$ cat src/rtl/sndif_pkg.sv
package sndif_pkg;
  localparam int NV   = 5;   // voices
  localparam int DW   = 8;   // bus data width
  localparam int AW   = 8;   // bus address width
  localparam int WAW  = 5;   // waveform byte address width
  localparam int PW   = 12;  // period width
  localparam int VW   = 4;   // volume width
  localparam int RW   = AW - WAW;
  localparam int VIW  = $clog2(NV);
  localparam int WLEN = 1 << WAW;

  localparam logic [VIW-1:0] SH_A = VIW'(NV - 2);  // shared pair in basic map
  localparam logic [VIW-1:0] SH_B = VIW'(NV - 1);

  localparam logic [RW-1:0] B_SHARED = 3'd3;
  localparam logic [RW-1:0] B_CTRL   = 3'd4;
  localparam logic [RW-1:0] B_V4_RD  = 3'd5;
  localparam logic [RW-1:0] B_TEST   = 3'd7;
  localparam logic [RW-1:0] X_CTRL   = 3'd5;
  localparam logic [RW-1:0] X_TEST   = 3'd6;

  typedef struct packed {
    logic           wave_hit;
    logic           shared;
    logic [VIW-1:0] wave_v;
    logic           ctrl_hit;
    logic           test_hit;
    logic           rd_hit;
    logic [VIW-1:0] rd_v;
  } dec_t;
endpackage

$ cat src/rtl/sndif_decode.sv
module sndif_decode
  import sndif_pkg::*;
(
  input  logic          ext_i,
  input  logic [AW-1:0] addr_i,
  output dec_t          dec_o
);
  logic [RW-1:0] reg_sel;
  assign reg_sel = addr_i[AW-1:WAW];

  always_comb begin
    dec_o = '0;
    if (ext_i) begin
      dec_o.wave_hit = int'(reg_sel) < NV;
      dec_o.wave_v   = reg_sel;
      dec_o.ctrl_hit = reg_sel == X_CTRL;
      dec_o.test_hit = reg_sel == X_TEST;
      dec_o.rd_hit   = int'(reg_sel) < NV;
      dec_o.rd_v     = reg_sel;
    end else begin
      dec_o.wave_hit = reg_sel <= B_SHARED;
      dec_o.shared   = reg_sel == B_SHARED;
      dec_o.wave_v   = reg_sel;
      dec_o.ctrl_hit = reg_sel == B_CTRL;
      dec_o.test_hit = reg_sel == B_TEST;
      dec_o.rd_hit   = (reg_sel <= B_SHARED) || (reg_sel == B_V4_RD);
      dec_o.rd_v     = (reg_sel == B_V4_RD) ? SH_B : reg_sel;
    end
  end
endmodule

$ cat src/rtl/sndif_regs.sv
module sndif_regs
  import sndif_pkg::*;
(
  input  logic             clk_i,
  input  logic             rst_ni,
  input  logic             ext_i,
  input  logic             wr_i,
  input  logic [AW-1:0]    addr_i,
  input  logic [DW-1:0]    wdata_i,
  input  dec_t             dec_i,
  output logic [NV*PW-1:0] period_o,
  output logic [NV*VW-1:0] volume_o,
  output logic [NV-1:0]    enable_o,
  output logic             cnt4_o,
  output logic             cnt8_o,
  output logic             pos_reset_o,
  output logic             rotate_o,
  output logic             rotate_pair_o,
  output logic [NV-1:0]    pos_clr_o
);
  localparam logic [3:0] OFF_VOL = 4'(2 * NV);
  localparam logic [3:0] OFF_EN  = 4'hF;

  logic [PW-1:0] per_q [NV];
  logic [VW-1:0] vol_q [NV];
  logic [3:0]    off;
  logic [3:0]    vol_off;
  logic          per_wr;

  assign off     = addr_i[3:0];
  assign vol_off = off - OFF_VOL;
  assign per_wr  = wr_i && dec_i.ctrl_hit && (off < OFF_VOL);

  always_ff @(posedge clk_i or negedge rst_ni) begin
    if (!rst_ni) begin
      for (int v = 0; v < NV; v++) begin
        per_q[v] <= '0;
        vol_q[v] <= '0;
      end
      enable_o      <= '0;
      cnt4_o        <= 1'b0;
      cnt8_o        <= 1'b0;
      pos_reset_o   <= 1'b0;
      rotate_o      <= 1'b0;
      rotate_pair_o <= 1'b0;
      pos_clr_o     <= '0;
    end else begin
      pos_clr_o <= '0;
      if (per_wr) begin
        if (off[0]) per_q[off[3:1]][PW-1:DW] <= wdata_i[PW-DW-1:0];
        else        per_q[off[3:1]][DW-1:0]  <= wdata_i;
        if (pos_reset_o) pos_clr_o[off[3:1]] <= 1'b1;
      end else if (wr_i && dec_i.ctrl_hit && off != OFF_EN) begin
        vol_q[vol_off[VIW-1:0]] <= wdata_i[VW-1:0];
      end else if (wr_i && dec_i.ctrl_hit) begin
        enable_o <= wdata_i[NV-1:0];
      end
      if (wr_i && dec_i.test_hit) begin
        cnt4_o      <= wdata_i[0];
        cnt8_o      <= wdata_i[1];
        pos_reset_o <= wdata_i[5];
        rotate_o    <= wdata_i[6];
        if (!ext_i) rotate_pair_o <= wdata_i[7];
      end
    end
  end

  for (genvar v = 0; v < NV; v++) begin : g_out
    assign period_o[v*PW +: PW] = per_q[v];
    assign volume_o[v*VW +: VW] = vol_q[v];
  end


  clr_needs_flag_chk: assert property (@(posedge clk_i) disable iff (!rst_ni)
    (|pos_clr_o) |-> $past(pos_reset_o) && $past(wr_i) && $past(dec_i.ctrl_hit));

  clr_single_chk: assert property (@(posedge clk_i) disable iff (!rst_ni)
    $onehot0(pos_clr_o));

  pair_kept_ext_chk: assert property (@(posedge clk_i) disable iff (!rst_ni)
    $past(wr_i && dec_i.test_hit && ext_i) |-> $stable(rotate_pair_o));
endmodule

$ cat src/rtl/sndif_wave.sv
module sndif_wave
  import sndif_pkg::*;
(
  input  logic              clk_i,
  input  logic              rst_ni,
  input  logic              ext_i,
  input  logic              wr_i,
  input  logic              rd_i,
  input  logic [AW-1:0]     addr_i,
  input  logic [DW-1:0]     wdata_i,
  input  logic [NV*WAW-1:0] voice_pos_i,
  input  dec_t              dec_i,
  input  logic              rot_i,
  input  logic              rot4_i,
  output logic [DW-1:0]     rdata_o,
  output logic [NV-1:0]     wave_we_o,
  output logic [WAW-1:0]    wave_addr_o,
  output logic [DW-1:0]     wave_data_o
);
  logic [DW-1:0]  mem [NV][WLEN];
  logic [WAW-1:0] pos [NV];
  logic [NV-1:0]  we_c;
  logic [VIW-1:0] pos_sel;
  logic           use_off;
  logic [WAW-1:0] eff;

  for (genvar v = 0; v < NV; v++) begin : g_pos
    assign pos[v] = voice_pos_i[v*WAW +: WAW];
  end

  always_comb begin
    we_c = '0;
    if (wr_i && dec_i.wave_hit && !rot_i) begin
      if (dec_i.shared) begin
        if (!rot4_i) begin
          we_c[SH_A] = 1'b1;
          we_c[SH_B] = 1'b1;
        end
      end else begin
        we_c[dec_i.wave_v] = 1'b1;
      end
    end
  end

  always_comb begin
    pos_sel = dec_i.rd_v;
    use_off = rot_i;
    if (!ext_i && dec_i.rd_v == SH_A && (rot_i || rot4_i)) begin
      use_off = 1'b1;
      pos_sel = rot_i ? SH_B : SH_A;
    end
    eff = addr_i[WAW-1:0] + (use_off ? pos[pos_sel] : '0);
  end

  always_ff @(posedge clk_i or negedge rst_ni) begin
    if (!rst_ni) begin
      for (int v = 0; v < NV; v++)
        for (int b = 0; b < WLEN; b++) mem[v][b] <= '0;
      rdata_o     <= '0;
      wave_we_o   <= '0;
      wave_addr_o <= '0;
      wave_data_o <= '0;
    end else begin
      wave_we_o <= we_c;
      if (|we_c) begin
        wave_addr_o <= addr_i[WAW-1:0];
        wave_data_o <= wdata_i;
      end
      for (int v = 0; v < NV; v++)
        if (we_c[v]) mem[v][addr_i[WAW-1:0]] <= wdata_i;
      if (rd_i) rdata_o <= dec_i.rd_hit ? mem[dec_i.rd_v][eff] : '1;
    end
  end


  no_we_in_rotate_chk: assert property (@(posedge clk_i) disable iff (!rst_ni)
    (|wave_we_o) |-> !$past(rot_i));

  shared_pair_chk: assert property (@(posedge clk_i) disable iff (!rst_ni)
    (wave_we_o[SH_A] || wave_we_o[SH_B]) && !$past(ext_i) |-> wave_we_o[SH_A] && wave_we_o[SH_B]);

  pair_block_chk: assert property (@(posedge clk_i) disable iff (!rst_ni)
    wave_we_o[SH_A] && !$past(ext_i) |-> !$past(rot4_i));

  unmapped_ff_chk: assert property (@(posedge clk_i) disable iff (!rst_ni)
    $past(rd_i && !dec_i.rd_hit) |-> rdata_o == '1);

  we_count_chk: assert property (@(posedge clk_i) disable iff (!rst_ni)
    $countones(wave_we_o) <= 2);
endmodule

$ cat src/rtl/sndif_top.sv
module sndif_top
  import sndif_pkg::*;
(
  input  logic              clk_i,
  input  logic              rst_ni,
  input  logic              ext_mode_i,
  input  logic              wr_i,
  input  logic              rd_i,
  input  logic [AW-1:0]     addr_i,
  input  logic [DW-1:0]     wdata_i,
  input  logic [NV*WAW-1:0] voice_pos_i,
  output logic [DW-1:0]     rdata_o,
  output logic [NV-1:0]     wave_we_o,
  output logic [WAW-1:0]    wave_addr_o,
  output logic [DW-1:0]     wave_data_o,
  output logic [NV*PW-1:0]  period_o,
  output logic [NV*VW-1:0]  volume_o,
  output logic [NV-1:0]     enable_o,
  output logic              cnt4_o,
  output logic              cnt8_o,
  output logic              pos_reset_o,
  output logic              rotate_o,
  output logic              rotate_pair_o,
  output logic [NV-1:0]     pos_clr_o
);
  dec_t dec;

  sndif_decode u_dec (
    .ext_i (ext_mode_i),
    .addr_i(addr_i),
    .dec_o (dec)
  );

  sndif_regs u_regs (
    .clk_i        (clk_i),
    .rst_ni       (rst_ni),
    .ext_i        (ext_mode_i),
    .wr_i         (wr_i),
    .addr_i       (addr_i),
    .wdata_i      (wdata_i),
    .dec_i        (dec),
    .period_o     (period_o),
    .volume_o     (volume_o),
    .enable_o     (enable_o),
    .cnt4_o       (cnt4_o),
    .cnt8_o       (cnt8_o),
    .pos_reset_o  (pos_reset_o),
    .rotate_o     (rotate_o),
    .rotate_pair_o(rotate_pair_o),
    .pos_clr_o    (pos_clr_o)
  );

  sndif_wave u_wave (
    .clk_i      (clk_i),
    .rst_ni     (rst_ni),
    .ext_i      (ext_mode_i),
    .wr_i       (wr_i),
    .rd_i       (rd_i),
    .addr_i     (addr_i),
    .wdata_i    (wdata_i),
    .voice_pos_i(voice_pos_i),
    .dec_i      (dec),
    .rot_i      (rotate_o),
    .rot4_i     (rotate_pair_o),
    .rdata_o    (rdata_o),
    .wave_we_o  (wave_we_o),
    .wave_addr_o(wave_addr_o),
    .wave_data_o(wave_data_o)
  );
endmodule

$ cat config.mk
export PLATFORM = sky130hd
export DESIGN_NAME = sndif_top
export DESIGN_NICKNAME = d
export VERILOG_FILES = /design/src/rtl/sndif_pkg.sv /design/src/rtl/sndif_decode.sv /design/src/rtl/sndif_regs.sv /design/src/rtl/sndif_wave.sv /design/src/rtl/sndif_top.sv
export SDC_FILE = /design/constraint.sdc
export NUM_CORES = 2
export LEC_CHECK = 0
export ABC_AREA = 1
export ABC_CLOCK_PERIOD_IN_PS = 4800
export BUFFER_PORTS_ARGS = -buffer_cell sky130_fd_sc_hd__buf_2
export CAP_MARGIN = 20
export CORE_MARGIN = 2
export CORE_UTILIZATION = 63
export CTS_CLUSTER_DIAMETER = 150
export CTS_CLUSTER_SIZE = 12
export DETAILED_ROUTE_END_ITERATION = 10
export PLACE_DENSITY = 0.8
export RECOVER_POWER = 100
export SETUP_SLACK_MARGIN = 0.2
export SYNTH_ARGS = -nofsm -noshare
export SYNTH_HDL_FRONTEND = slang
export SYNTH_SLANG_ARGS = --single-unit
$ cat constraint.sdc
create_clock -name clk_i -period 4.8 [get_ports clk_i]
set_input_delay 0.24 -clock clk_i [delete_from_list [all_inputs] [get_ports clk_i]]
set_output_delay 0.24 -clock clk_i [all_outputs]
set_load 0.01 [all_outputs]
## After elaboration in Yosys (flattened, before gate mapping)

Cells that the tools add are included.

- Bits in registers: 1401
- Bits of input ports: 46
- Logic and storage cells: 281

- Add/subtract/negate cells: 2
- $lt $le $gt $ge: 16
- Equality and inequality tests: 7
- Muxes and demuxes: 45
- Bitwise operators: 9
- Reductions and logical operators: 21

Operators by type and width:

| kind | number |
|---|---|
| 256-bit bitwise mux | 5 |
| 256-bit binary-select mux with 3-bit select | 1 |
| 256-bit two-way mux | 2 |
| 60-bit bitwise mux | 2 |
| 12-bit demux with 3-bit select | 2 |
| 60-bit two-way mux | 1 |
| 8-bit binary-select mux with 5-bit select | 1 |
| 8-bit demux with 5-bit select | 1 |
| 8-bit two-way mux | 5 |
| 5-bit two-way mux | 6 |
| 20-bit bitwise mux | 1 |
| 4-bit greater-or-equal comparator, second input constant | 4 |
| 3-bit inverter with 4-bit output | 4 |
| 5-bit binary-select mux with 3-bit select | 1 |
| 1-bit logical AND | 13 |
| 4-bit demux with 3-bit select | 1 |
| 3-bit equality test, second input constant | 4 |
| 6-bit greater-or-equal comparator, second input constant | 2 |
| 12-bit two-way mux | 1 |
| 3-bit two-way mux | 4 |
| 5-bit inverter with 6-bit output | 2 |
| 3-bit by 4-bit < comparator with 1-bit output, second input constant | 2 |
| 4-bit by 1-bit < comparator with 1-bit output, second input constant | 2 |
| 1-bit demux with 3-bit select | 2 |
| other kinds (19) | 31 |

## Logic depth before layout (Yosys ltp)

- Depth in word-level cells: 18
- Mapped depth: 27
- Mapped depth without buffers: 25

## Modules after synthesis

Synthesis repeated with hierarchy kept, for this count alone.

- Cell total of the unflattened synthesis: 8196
- Area, all modules: 65237.6 um2

Modules (own cells, without submodules):

| module | instances | cells an instance | area each (um2) | sequential area each (um2) |
|---|---|---|---|---|
| sndif_wave | 1 | 7751 | 61321.3 | 32681.3 |
| sndif_regs | 1 | 418 | 3788.6 | 2377.3 |
| sndif_decode | 1 | 27 | 127.6 | 0.0 |

## Worst setup path before layout

OpenSTA, ideal clock, no wires.

- Path kind: in2reg
- Start point: in addr_i[5]
- End point: reg u_wave.rdata_o[1]
- Library setup time: 113 ps
- Arrival: 3744 ps
- Setup slack: 943 ps
- Stages on the path: 26
- Path buffers: 5
- Cell sequence: buf_2 -> inv_2 -> nor2_1 -> nand3_1 -> nand2_1 -> clkbuf_1 -> nand2_1 -> nand3_1 -> a21oi_1 -> a211oi_1 -> ha_1 -> inv_1 -> fa_1 -> clkbuf_1 -> clkinv_1 -> clkbuf_1 -> clkbuf_1 -> nor2_1 -> a21oi_1 -> nand2_1 -> nand3_1 -> nand3_1 -> nand3_1 -> nand3_1 -> nand2_1 -> inv_1

- Longest elaborated chain between the ends: 18
- Elaborated cells on any way between the ends: 26
- Classes of those cells: 1 x add/sub; 2 x order compare; 2 x eq/ne; 15 x mux; 3 x bitwise; 3 x reduce/logical

RTL lines:

| what | RTL line | source |
|---|---|---|
| start: declaration | sndif_top.sv:9 | `input logic [AW-1:0] addr_i,` |
| 3-bit equality test | sndif_decode.sv:26, sndif_decode.sv:27 |  |
| 3-bit two-way mux | sndif_decode.sv:27 | `dec_o.rd_v = (reg_sel == B_V4_RD) ? SH_B : reg_sel;` |
| 6-bit two-way mux * | sndif_decode.sv:13 | `if (ext_i) begin` |
| 3-bit by 2-bit equality test with 1-bit output | sndif_wave.sv:48 | `if (!ext_i && dec_i.rd_v == SH_A && (rot_i \|\| rot4_i)) begin` |
| 1-bit logical AND (2 in series) | sndif_wave.sv:48 |  |
| 3-bit two-way mux | sndif_wave.sv:48 |  |
| 3-bit inverter with 4-bit output (implied by the code) | sndif_wave.sv:52 | `eff = addr_i[WAW-1:0] + (use_off ? pos[pos_sel] : '0);` |
| 5-bit binary-select mux with 3-bit select | sndif_wave.sv:52 |  |
| 5-bit two-way mux (implied by the code) (2 in series) | sndif_wave.sv:52 |  |
| 5-bit two-way mux | sndif_wave.sv:52 |  |
| 5-bit adder | sndif_wave.sv:52 |  |
| 5-bit inverter with 6-bit output (implied by the code) | sndif_wave.sv:71 | `if (rd_i) rdata_o <= dec_i.rd_hit ? mem[dec_i.rd_v][eff] : '1;` |
| 8-bit binary-select mux with 5-bit select | sndif_wave.sv:71 |  |
| 8-bit two-way mux (implied by the code) (2 in series) | sndif_wave.sv:71 |  |
| 8-bit two-way mux * | sndif_wave.sv:71 |  |
| end signal: assignment | sndif_wave.sv:71 |  |
| end: declaration | sndif_wave.sv:15 | `output logic [DW-1:0] rdata_o,` |

Every way passes the cells marked *; elsewhere a longest branch is shown, timed or not. The select of a mux whose other input is x is not followed.
A chain may end at the register's enable or synchronous reset.

## Worst setup path in the final report

- Start point: in addr_i[5]
- End point: reg u_wave.mem[926] in the netlist's numbering

- Longest elaborated chain between the ends: 6
- Elaborated cells on any way between the ends: 14
- Classes of those cells: 4 x order compare; 1 x eq/ne; 6 x mux; 3 x reduce/logical

RTL lines:

| what | RTL line | source |
|---|---|---|
| 3-bit by 4-bit < comparator with 1-bit output (implied by the code) or 3-bit by 1-bit greater-or-equal comparator with 1-bit output (tied branches) | sndif_wave.sv:40 | `we_c[dec_i.wave_v] = 1'b1;` |
| 1-bit logical AND (implied by the code) | sndif_wave.sv:40 |  |
| 1-bit two-way mux (implied by the code) | sndif_wave.sv:40 |  |
| 1-bit demux with 3-bit select | - |  |
| 3-bit two-way mux | sndif_wave.sv:34 | `if (dec_i.shared) begin` |
| 5-bit two-way mux * | sndif_wave.sv:33 | `if (wr_i && dec_i.wave_hit && !rot_i) begin` |
| end signal: indexed assignment | sndif_wave.sv:70 | `if (we_c[v]) mem[v][addr_i[WAW-1:0]] <= wdata_i;` |
| end: declaration | sndif_wave.sv:20 | `logic [DW-1:0] mem [NV][WLEN];` |

Every way passes the cells marked *; elsewhere a longest branch is shown, timed or not.

==> impl_metrics.py <==
metrics = {
    "status": {
        "violations": "capacitance limit, slew limit",
        "status": "finished, violations left",
    },
    "layout": {
        "area_growth_pct": 7.23,
        "instances_no_fill": 9570,
        "multi_input_area_sq_um": 26700,
        "final_cell_mix": "3536 x nand2_1, 1495 x o21ai_0, 1401 x dfrtp_1",
        "layout.area.seq_sq_um": 35100,
        "filler_cell_count": 8521,
        "nets": 8239,
        "layout_commonest_cell": "nand2_1",
        "drive_gt1_frac": 0.0430,
    },
    "placed_design": {
        "place_congestion": 0.990,
        "dp_hpwl_um": 124000,
        "dp.cells": 9410,
        "port_buffers": 166,
    },
    "yosys": {
        "ys_warn_count": 0,
        "netlist_instances": 8404,
        "netlist_area_sq_um": 64800,
        "synth-seq-cells": 1401,
        "syn_nets": 8455,
        "syn_area_per_cell_sq_um": 7.71,
        "yosysUniqueCellTypes": 32,
        "synth-seq-area-share": 0.541,
    },
    "setup_path": {
        "setup.worst_path.start_class": "input pin",
        "path_cells": "clkbuf_1, clkbuf_2, nor2_1, o211ai_1, nor3_4, clkbuf_4, nand2_1, nand2_1, o21ai_0",
        "critPathKind": "in -> reg",
        "cp_max_fo": 71,
        "required_ps": 5440,
        "critical_path_arrival_ps": 5100,
        "end_kind": "flop",
        "crit_path_max_incr_delay_ps": 1780,
        "cp_slowest_cell": "clkbuf_2",
        "critical_path.most_common_cell": "nand2_1",
    },
    "floorplan": {
        "io_pins": 167,
        "initial_core_util": 0.636,
        "dieHeight_um": 325,
        "core_area_sq_um": 102000,
        "die_area_sq_um": 105000,
        "dieWidth_um": 325,
        "rows": 117,
    },
    "clocking": {
        "cts_tree": "built",
        "clk_pin_slew_worst_paths_ps": 60,
        "post-cts-setup-buffers": 0,
        "cts_buffers": 134,
        "cts_root_buffer": "clkbuf_16",
        "cts.path.max_buffers": 3,
        "htreeDepth": 4,
        "clkSinkCount": 1401,
        "clkLatencyLatePin_ps": 770,
    },
    "timing": {
        "fmax_mhz": 225,
        "slew_headroom": -1.50,
        "final.period_utilization": 0.928,
        "worstMarginPinSlew_ps": 3750,
        "hold_viol": 0,
        "setup_viol": 0,
        "slew_viol_final": 183,
        "setup-tns-final_ps": 0,
        "skew_ps": 23.0,
        "rsz0062_at_grt": "no",
        "period_needed_ps": 4450,
    },
    "route": {
        "num_vias": 59149,
        "drtAntennaViolNets": 0,
        "dr.first_iter.drc_count": 8883,
        "route.detailed.drc": 0,
        "wl_per_cell_um": 22.0,
        "dr.pass1.iters": 9,
        "viasPerCell": 6.18,
        "wl_um": 210000,
    },
    "job": {
        "max-cap-violations": 2,
    },
    "power_and_ir_drop": {
        "peakVddDrop_v": 0.000327,
        "power_per_cell_area_nw_per_um2": 366,
        "p_leak_nw": 32.9,
        "p_total_mw": 25.4,
    },
    "global_route": {
        "overflow": 0,
        "antenna_found_initial": 6,
        "grt_start_max_net_pins": 207,
        "grtUsageTotal": 0.399,
        "grt_pass1_wl_um": 329000,
        "grt_pass1_vias": 55285,
    },
    "hold_path": {
        "hold_class": "in -> reg",
    },
}
[registers in the layout, indices dropped and copies added (netlist names)]
signal	cells
u_wave.wave_we_o	5
u_regs.cnt8_o	1
u_regs.rotate_pair_o	1
u_wave.rdata_o	8
u_wave.wave_data_o	8
u_regs.pos_reset_o	1
u_regs.pos_clr_o	5
u_regs.enable_o	5
u_regs.volume_o	20
u_regs.period_o	60
u_wave.mem	1280
u_regs.cnt4_o	1
u_regs.rotate_o	1
u_wave.wave_addr_o	5
[layout make-up]
| class | instances | share of cell area |
|---|---|---|
| flip-flops and latches | 1401 | 0.505 |
| inverters | 156 | 0.00926 |
| clock inverters | 9 | 0.00162 |
| clock buffers | 140 | 0.0504 |
| well taps | 1368 | 0.0246 |
| diodes | 1 | 0.0000360 |
| repair buffers | 281 | 0.0251 |
| multi-input cells | 6214 | 0.384 |
[path summary, 6_finish.rpt]
path	from	endpoint	slack, ps	depth (start not counted)
worst max-delay path	addr_i[5]	u_wave.mem[926]	350	9
worst min register to register	u_wave.mem[1090]	u_wave.mem[1090]	480	2
worst max register to register	u_regs.rotate_o	u_wave.rdata_o[7]	590	23
min in group asynchronous	rst_ni	u_wave.wave_we_o[0]	1270	2
worst min-delay path	wr_i	u_regs.pos_reset_o	50	3
max in group asynchronous	rst_ni	u_wave.mem[204]	870	3
[synthesized netlist by cell type]
master,number,share of area
a2111oi_4,1,0.00043
a211oi_1,3,0.00035
a211oi_2,1,0.00019
a21boi_0,7,0.00081
a21oi_1,72,0.0056
and2_0,8,0.00077
buf_1,49,0.0028
buf_2,113,0.0087
clkbuf_1,471,0.027
clkinv_1,1,0.000058
dfrtp_1,1401,0.54
fa_1,1,0.00031
ha_1,4,0.00077
inv_1,147,0.0085
inv_2,8,0.00046
nand2_1,3537,0.20
nand2_2,2,0.00019
nand3_1,534,0.041
nand3_2,1,0.00015
nand4_1,126,0.012
nor2_1,356,0.021
nor2_2,1,0.000097
nor2_4,1,0.00017
nor3_1,5,0.00039
nor3_2,5,0.00077
o211ai_1,1,0.00012
o211ai_2,1,0.00019
o21ai_0,1483,0.11
o21ai_1,17,0.0013
or2_2,44,0.0042
xnor2_1,2,0.00027
xor2_1,1,0.00014
[where the power goes]
group	leakage [nW]	switching, mW	internal (mW)
clock	1.78	4.45	5.15
sequential	19.4	0.254	12.2
combinational	11.7	2.52	0.834
[metal layers]
layer	vias to the layer above	share of wire	global-route usage
met5	-	0.00040	0
met4	14	0.060	0.210
met3	701	0.12	0.0983
met2	3617	0.43	0.578
met1	28249	0.39	0.559
li1	26568	-	-
[worst max-delay path: cells and delay by family]
kind            cells  cell delay, ps
compound gates      2            1090
buf+inv             3            2690
simple gates        4            1010
[stage by stage]
stage	hold slack [ps]	util	cell area (sq um)	setup slack (ps)
floorplan	-55.6	-	64800	943
global placement	321	0.648	66100	551
detailed placement	322	0.648	66100	452
CTS	16.7	0.685	69800	798
global route	76.2	0.682	69500	255
finish	52.4	0.682	69500	346
[repair_timing]
item                                   in CTS  in global routing
hold buffers                                9                  0
endpoints found under the hold margin     107                  0
resized for setup                           0                  0
[cells by family after synthesis]
family,count (synthesis),share of synthesized area
simple gates,4620,0.286
buf+inv,789,0.0479
flops,1401,0.541
compound gates,1586,0.124
fa+ha+maj,5,0.00108
xor+xnor,3,0.000406
No activity file was read; power rests on OpenSTA's default activity.
